==> config.mk <==
export PLATFORM = sky130hd
export DESIGN_NAME = seq_pattern_det
export DESIGN_NICKNAME = d
export VERILOG_FILES = /design/src/rtl/spd_pkg.sv /design/src/rtl/spd_next_state.sv /design/src/rtl/spd_out_decode.sv /design/src/rtl/seq_pattern_det.sv
export SDC_FILE = /design/constraint.sdc
export NUM_CORES = 1
export LEC_CHECK = 0
export BUFFER_PORTS_ARGS = -buffer_cell sky130_fd_sc_hd__buf_2
export CORE_AREA = 2 2 39 41
export DETAILED_ROUTE_END_ITERATION = 10
export DIE_AREA = 0 0 41 43
export GPL_TIMING_DRIVEN = 0
export SYNTH_ARGS = -nofsm -noshare
export SYNTH_HDL_FRONTEND = slang
export SYNTH_HIERARCHICAL = 1
export SYNTH_SLANG_ARGS = --single-unit
==> constraint.sdc <==
create_clock -name clk -period 2.05 [get_ports clk]
set_input_delay 0 -clock clk [delete_from_list [all_inputs] [get_ports clk]]
set_output_delay 0 -clock clk [all_outputs]
set_load 0.02 [all_outputs]
==> src/rtl/spd_pkg.sv <==
package spd_pkg;
    localparam int STATE_W = 3;

    typedef enum logic [STATE_W-1:0] {
        IDLE   = 3'd0,
        GOT1   = 3'd1,
        GOT10  = 3'd2,
        GOT101 = 3'd3,
        HIT    = 3'd4
    } spd_state_e;
endpackage

==> src/rtl/spd_next_state.sv <==
module spd_next_state
    import spd_pkg::*;
(
    input  spd_state_e cur,
    input  logic       bit_in,
    input  logic       ovl,
    output spd_state_e nxt
);
    always_comb begin
        unique case (cur)
            IDLE:    nxt = bit_in ? GOT1 : IDLE;
            GOT1:    nxt = bit_in ? GOT1 : GOT10;
            GOT10:   nxt = bit_in ? GOT101 : IDLE;
            GOT101:  nxt = bit_in ? GOT1 : HIT;
            HIT: begin
                if (!bit_in)   nxt = IDLE;
                else if (ovl)  nxt = GOT101;
                else           nxt = GOT1;
            end
            default: nxt = IDLE;
        endcase
    end
endmodule

==> src/rtl/spd_out_decode.sv <==
module spd_out_decode
    import spd_pkg::*;
(
    input  spd_state_e cur,
    output logic       hit
);
    always_comb begin
        unique case (cur)
            HIT:     hit = 1'b1;
            default: hit = 1'b0;
        endcase
    end
endmodule

==> src/rtl/seq_pattern_det.sv <==
module seq_pattern_det
    import spd_pkg::*;
(
    input  logic clk,
    input  logic rst,
    input  logic din,
    input  logic ovl_mode,
    output logic detect
);
    spd_state_e state_q;
    spd_state_e state_d;

    spd_next_state u_next (
        .cur    (state_q),
        .bit_in (din),
        .ovl    (ovl_mode),
        .nxt    (state_d)
    );

    always_ff @(posedge clk) begin
        if (rst) state_q <= IDLE;
        else     state_q <= state_d;
    end

    spd_out_decode u_out (
        .cur (state_q),
        .hit (detect)
    );

    // the cycle after a reset edge shows no detection
    a_r1_reset_quiet: assert property (@(posedge clk) disable iff (rst)
        $past(rst) |-> !detect);

    // a pulse lasts a single cycle
    a_r2_single_pulse: assert property (@(posedge clk) disable iff (rst)
        detect |=> !detect);

    // a pulse is preceded by a sampled 0 taken out of GOT101
    a_r2_final_zero: assert property (@(posedge clk) disable iff (rst)
        (detect && !$past(rst)) |-> ($past(state_q) == GOT101 && !$past(din)));

    // overlapping mode continues a match from the hit state
    a_r5_overlap_chain: assert property (@(posedge clk) disable iff (rst)
        (detect && ovl_mode && din) |=> (state_q == GOT101));

    // non-overlapping mode restarts after a hit
    a_r6_fresh_start: assert property (@(posedge clk) disable iff (rst)
        (detect && !ovl_mode) |=> (state_q == GOT1 || state_q == IDLE));
endmodule

==> results of run 1 <==
worst max path at each step:
stage | startpoint | end | slack [ps] | cells after the start
2_1_floorplan | state_q[1]$_SDFF_PP0_ | state_q[1]$_SDFF_PP0_ | 960 | 3
3_3_place_gp | state_q[1]$_SDFF_PP0_ | state_q[1]$_SDFF_PP0_ | 920 | 3
3_5_place_dp | state_q[1]$_SDFF_PP0_ | state_q[1]$_SDFF_PP0_ | 880 | 3
4_1_cts | state_q[1]$_SDFF_PP0_ | state_q[1]$_SDFF_PP0_ | 880 | 3
5_1_grt | state_q[0]$_SDFF_PP0_ | state_q[1]$_SDFF_PP0_ | 840 | 3
6_report | state_q[1]$_SDFF_PP0_ | state_q[1]$_SDFF_PP0_ | 880 | 3
worst max-delay path, stage by stage (launching register included):
cell,delay (ps)
sky130_fd_sc_hd__dfxtp_1,350
sky130_fd_sc_hd__or4b_1,530
sky130_fd_sc_hd__o211ai_2,90
sky130_fd_sc_hd__nor2b_1,140
synth_stat cells:
cell / instances / area share
sky130_fd_sc_hd__or4bb_1: 1 / 0.068
sky130_fd_sc_hd__nor3b_2: 1 / 0.076
sky130_fd_sc_hd__or2b_1: 1 / 0.045
sky130_fd_sc_hd__o21ai_0: 1 / 0.030
sky130_fd_sc_hd__dfxtp_1: 3 / 0.36
sky130_fd_sc_hd__nor2b_1: 3 / 0.11
sky130_fd_sc_hd__and4bb_2: 1 / 0.076
sky130_fd_sc_hd__nand3b_1: 1 / 0.045
sky130_fd_sc_hd__or4b_1: 1 / 0.061
sky130_fd_sc_hd__o211ai_2: 1 / 0.076
sky130_fd_sc_hd__and2_2: 1 / 0.045
area by class of cell:
class	instances	area share
Timing Repair Buffer	5	0.124
Sequential cell	3	0.249
Clock buffer	4	0.109
Multi-Input combinational cell	12	0.435
Tap cell	16	0.0829
per-stage QoR:
stage	utilization	cell area [um^2]	total power, mW	hold WS, ps
6_report	0.175	241	0.181	146
5_1_grt	0.175	241	0.191	156
4_1_cts	0.175	241	0.186	139
3_5_place_dp	0.148	205	0.0749	199
3_3_place_gp	0.148	205	0.0745	195
2_1_floorplan	-	165	0.0696	71.6
per-layer routing:
metal  vias to the layer above  part of all wire  wire (um)
li1                         73                 -          -
met1                        67              0.41        146
met2                         2              0.56        201
met3                         0             0.028         10
met4                         0                 0          0
met5                         -                 0          0
power breakdown:
group / switching [mW] / total [mW] / internal (mW)
clock network: 0.0321 / 0.105 / 0.0730
registers: 0.00260 / 0.0631 / 0.0605
logic: 0.00415 / 0.0123 / 0.00811
total: 0.0389 / 0.181 / 0.142
kinds of logic (layout without fill, tap and decap cells):
logic type / count (synthesis) / in the layout / share of synthesized area
flops: 3 / 3 / 0.364
buf+inv: 0 / 9 / 0
compound gates: 2 / 2 / 0.106
simple gates: 10 / 10 / 0.530
cell usage in the layout, fill, tap and decap left out:
master / instances
sky130_fd_sc_hd__or4bb_1: 1
sky130_fd_sc_hd__and4bb_2: 1
sky130_fd_sc_hd__o21ai_0: 1
sky130_fd_sc_hd__dlygate4sd3_1: 1
sky130_fd_sc_hd__nor2b_1: 3
sky130_fd_sc_hd__dfxtp_1: 3
sky130_fd_sc_hd__buf_2: 4
sky130_fd_sc_hd__or4b_1: 1
sky130_fd_sc_hd__clkbuf_1: 1
sky130_fd_sc_hd__or2b_1: 1
sky130_fd_sc_hd__and2_2: 1
sky130_fd_sc_hd__clkbuf_4: 3
sky130_fd_sc_hd__o211ai_2: 1
sky130_fd_sc_hd__nand3b_1: 1
sky130_fd_sc_hd__nor3b_2: 1
==> qor.yml, run 1 <==
result_of_the_run: "finished clean"
dpl.cell_count: 35
critPathCaptureType: "flop"
ctsRootBufferMaster: "sky130_fd_sc_hd__clkbuf_4"
reg.largest.list: "state_q (3)"
timing.final.hold_violations: 0
die_area_um2: 1760
detailedRoute.firstPassIterationCount: 1
clock-sinks: 3
critical_path_class: "reg -> reg"
worst_hold_path.num_cells: 3
worst_clock_skew_ps: 6.81
path_max_fanout: 6
fp.dieH_um: 43
max_slew_margin: 0.876
final_cells: 40
n_diodes: 0
layout.filler_cells: 160
synthesized_netlist_cell_count: 15
grt_pass1_vias: 141
power.static_leakage_nw: 0.0978
power.ir.vdd_worst_uv: 101
maxCapViolations: 0
insertion_delay_of_the_later_clocked_pin_in_the_worst_skew_pair_ps: 240
cts_inserted_buffers: 3
first_iter_violations: 0
critical_path_arrival_ps: 1350
cts_resized: 0
drive_gt1_frac: 0.458
worst_slack_ps: 879
tns_ps: 0
critPathRequiredTime_ps: 2220
layout.nets: 29
dp_worst_setup_slack_ps: 885
setup.worst_path.start_class: "flop"
reg2reg_path_depth: 3
final.min_clock_period_ps: 1170
power_density_nw_per_um2: 748
area_growth_pct: 46.2
registers.top_by_ff_count: "state_q"
use_met3: 0.0157
antenna_found_initial: 0
grt_use_met2: 0.0719
detail_route.vias_per_cell: 3.55
worst_r2r_startpoint: "state_q[1]$_SDFF_PP0_"
yosys_register_bits: 3
floorplan.rows: 14
grt_util_met1: 0.0287
chipWidth_um: 41
synth.yosys.seq_area_share: 0.364
endpoint_of_the_worst_hold_timing_path: "state_q[0]$_SDFF_PP0_"
layout_worst_path_cycle_share: 0.571
grt_setup_unrepaired: "no"
final_setup_violation_count: 0
post_synth_num_cell_types: 11
final_max_slew_viol_count: 0
postCtsSetupRepairBufs: 0
minimum_setup_slack_among_reg_to_reg_paths_ps: 880
overflow: 0
io_buffers: 4
worst_hold_startpoint: "din"
ff_latch_area_um2: 60.1
grt_pass1_wl_um: 483
multiInputGateArea_um2: 105
clkTransAtPathRegs_ps: 40
grtUsageTotal: 0.0470
wirelength_um: 358
core_region_area_um2: 1380
clock_tree.buffer_depth: 2
maximum_number_of_pins_on_one_net_before_global_route_repair: 7
drc: 0
gp_congestion: 0.537
fmax_ghz: 0.854
io_pins: 5
r2r_end: "state_q[1]$_SDFF_PP0_"
detail_route.wl_per_cell_um: 8.95
final_antenna_net_count: 0
synth.net_count: 19
syn_area_per_cell_um2: 11.0
effective_utilization_at_floorplan: 0.119
grt_max_usage_layer: "met4"
max_slew.worst_pin.slew_ps: 186
cts_tree: "done"
syn-cell-area_um2: 165
worstHoldPathType: "in -> reg"
largest_reg_flops: 3
routed-via-count: 142
h-tree-depth: 1
ys_warn_count: 6
cts.hold.buffers_added: 1
Note: power is estimated with default switching activity, not from simulation.
==> inputs of run 2 (changes only) <==
==> constraint.sdc (replaced) <==
create_clock -name clk -period 1 [get_ports clk]
set_input_delay 0 -clock clk [delete_from_list [all_inputs] [get_ports clk]]
set_output_delay 0 -clock clk [all_outputs]
set_load 0.02 [all_outputs]
==> run 2 against run 1 <==
Compared with the run above: the run now ends with negative setup slack left; fmax grew 5.7%; cell area grew 8.3%; critical path type unchanged; highest routed layer unchanged; total power up 110%; via count grew 8.5%; sequential share of layout area is 0.49 points higher; hold slack hardly changed; clock power is 100% higher.
==> qor.yml, run 2 (same netlist as run 1, synthesis figures left out) <==
result_of_the_run: "finished, violations left"
violations: "negative setup slack"
floorplan.rows: 14  # unchanged
power.ir.vdd_worst_uv: 230  # +130%
reg.largest.list: "state_q (3)"
worstHoldPathType: "in -> reg"
critical_path_arrival_ps: 1280  # -70 ps
io_pins: 5  # unchanged
grt_pass1_wl_um: 531  # +9.9%
insertion_delay_of_the_later_clocked_pin_in_the_worst_skew_pair_ps: 240  # about the same
reg2reg_path_depth: 3  # unchanged
clock-sinks: 3  # unchanged
worst_clock_skew_ps: 6.42  # -0.391 ps
critPathCaptureType: "flop"
core_region_area_um2: 1380  # unchanged
final_antenna_net_count: 0  # unchanged
endpoint_of_the_worst_hold_timing_path: "state_q[0]$_SDFF_PP0_"
final_util: 0.189  # +0.0145
final_setup_violation_count: 2  # +2
max_slew.worst_pin.slew_ps: 113  # -73.5 ps
power_density_nw_per_um2: 1420  # +90%
overflow: 0  # unchanged
fmax_ghz: 0.903  # +5.7%
final_max_slew_viol_count: 0  # unchanged
first_iter_violations: 2  # +2
layout.nets: 30  # +3.4%
detailed_place.area_um2: 205  # unchanged
ctsRootBufferMaster: "sky130_fd_sc_hd__clkbuf_4"
cts_tree: "done"
worst_r2r_startpoint: "state_q[2]$_SDFF_PP0_"
wirelength_um: 360  # +0.56%
grt_setup_unrepaired: "yes"
grt_pass1_vias: 164  # +16%
io_buffers: 4  # unchanged
r2r_end: "state_q[1]$_SDFF_PP0_"
routed-via-count: 154  # +8.5%
timing.hold.ws_ps: 146  # +0.172 ps
clkTransAtPathRegs_ps: 40  # about the same
die_area_um2: 1760  # unchanged
antenna_found_initial: 0  # unchanged
minimum_setup_slack_among_reg_to_reg_paths_ps: -110  # -990 ps
n_diodes: 0  # unchanged
worst_slack_ps: -108  # -987 ps
timing.final.hold_violations: 0  # unchanged
h-tree-depth: 1  # unchanged
detail_route.vias_per_cell: 3.76  # +5.8%
detailedRoute.firstPassIterationCount: 5  # +4
power.total_mw: 0.372  # +110%
area_growth_pct: 58.3
mostFrequentLayoutCells: "sky130_fd_sc_hd__nor2b_1 (3), sky130_fd_sc_hd__clkbuf_4 (3), sky130_fd_sc_hd__buf_2 (3), sky130_fd_sc_hd__buf_4 (2), sky130_fd_sc_hd__dfxtp_2 (2)"
final.min_clock_period_ps: 1110  # -62.9 ps
critPathRequiredTime_ps: 1170  # -1050 ps
layout.filler_cells: 155  # -3.1%
path_max_fanout: 6  # unchanged
cts_inserted_buffers: 3  # unchanged
detail_route.wl_per_cell_um: 8.78  # -1.9%
largest_reg_flops: 3  # unchanged
registers.top_by_ff_count: "state_q"
gp_congestion: 0.556  # +3.5%
clock_tree.buffer_depth: 2  # unchanged
critical_path_class: "reg -> reg"
setup.worst_path.start_class: "flop"
drive_gt1_frac: 0.640  # +0.182
fp.dieH_um: 43  # unchanged
effective_utilization_at_floorplan: 0.119  # unchanged
power.static_leakage_nw: 0.106  # +8.8%
maxCapViolations: 0  # unchanged
worst_hold_path.num_cells: 3  # unchanged
max_slew_margin: 0.924  # +0.0484
grtUsageTotal: 0.0501  # +0.00300
final_area_um2: 262  # +8.3%
maximum_number_of_pins_on_one_net_before_global_route_repair: 7  # unchanged
layout_worst_path_cycle_share: 1.11  # +0.537
worst_hold_startpoint: "din"
drc: 0  # unchanged
chipWidth_um: 41  # unchanged
run 2: what timing repair did:
| action | in CTS | in global routing |
|---|---|---|
| endpoints found under the hold margin | 3 | 0 |
| gates cloned | 0 | 0 |
| setup buffers | 1 | 0 |
| hold buffers | 1 | 0 |
| resized for setup | 4 | 2 |
| endpoints found under the setup margin | 1 | 3 |
| pin swaps | 2 | 3 |
run 2: through the flow:
stage,std cells,TNS [ps],setup slack (ps)
after floorplan,15,-88.1,-88.1
after global placement,35,-132,-132
after detailed placement,35,-147,-147
after CTS,41,-173,-134
after global routing,41,-229,-145
final,41,-124,-108
run 2: layout make-up:
| class | count | area [um^2] | area share |
|---|---|---|---|
| repair buffers | 6 | 40.0 | 0.153 |
| flip-flops and latches | 3 | 66.3 | 0.254 |
| multi-input cells | 12 | 109 | 0.416 |
| well taps | 16 | 20.0 | 0.0766 |
| clock buffers | 4 | 26.3 | 0.100 |
run 2: critical path, stage by stage, from the launching register on:
cell and delay [ps]:
sky130_fd_sc_hd__dfxtp_2 330, sky130_fd_sc_hd__or4bb_1 510, sky130_fd_sc_hd__o211ai_2 80, sky130_fd_sc_hd__nor2b_1 120
run 2: worst max path at each step:
stage	startpoint	to	slack (ps)	cells past startpoint
finish	state_q[2]$_SDFF_PP0_	state_q[1]$_SDFF_PP0_	-110	3
global route	state_q[2]$_SDFF_PP0_	state_q[1]$_SDFF_PP0_	-140	3
CTS	state_q[1]$_SDFF_PP0_	state_q[1]$_SDFF_PP0_	-130	3
detailed placement	state_q[1]$_SDFF_PP0_	state_q[1]$_SDFF_PP0_	-150	3
global placement	state_q[1]$_SDFF_PP0_	state_q[1]$_SDFF_PP0_	-130	3
floorplan	state_q[1]$_SDFF_PP0_	state_q[1]$_SDFF_PP0_	-90	3
run 2: metal layers:
layer  GRT usage  vias to the layer above  share of wire
met2      0.0750                        4           0.57
met1      0.0350                       73           0.39
li1            -                       77              -
met4      0.0800                        0              0
met3      0.0157                        0          0.039
met5           0                        -              0
run 2: where the power goes:
group | internal [mW] | switching (mW) | leakage (nW)
registers | 0.123 | 0.00444 | 0.0261
logic | 0.0197 | 0.00982 | 0.0653
clock network | 0.150 | 0.0650 | 0.0150
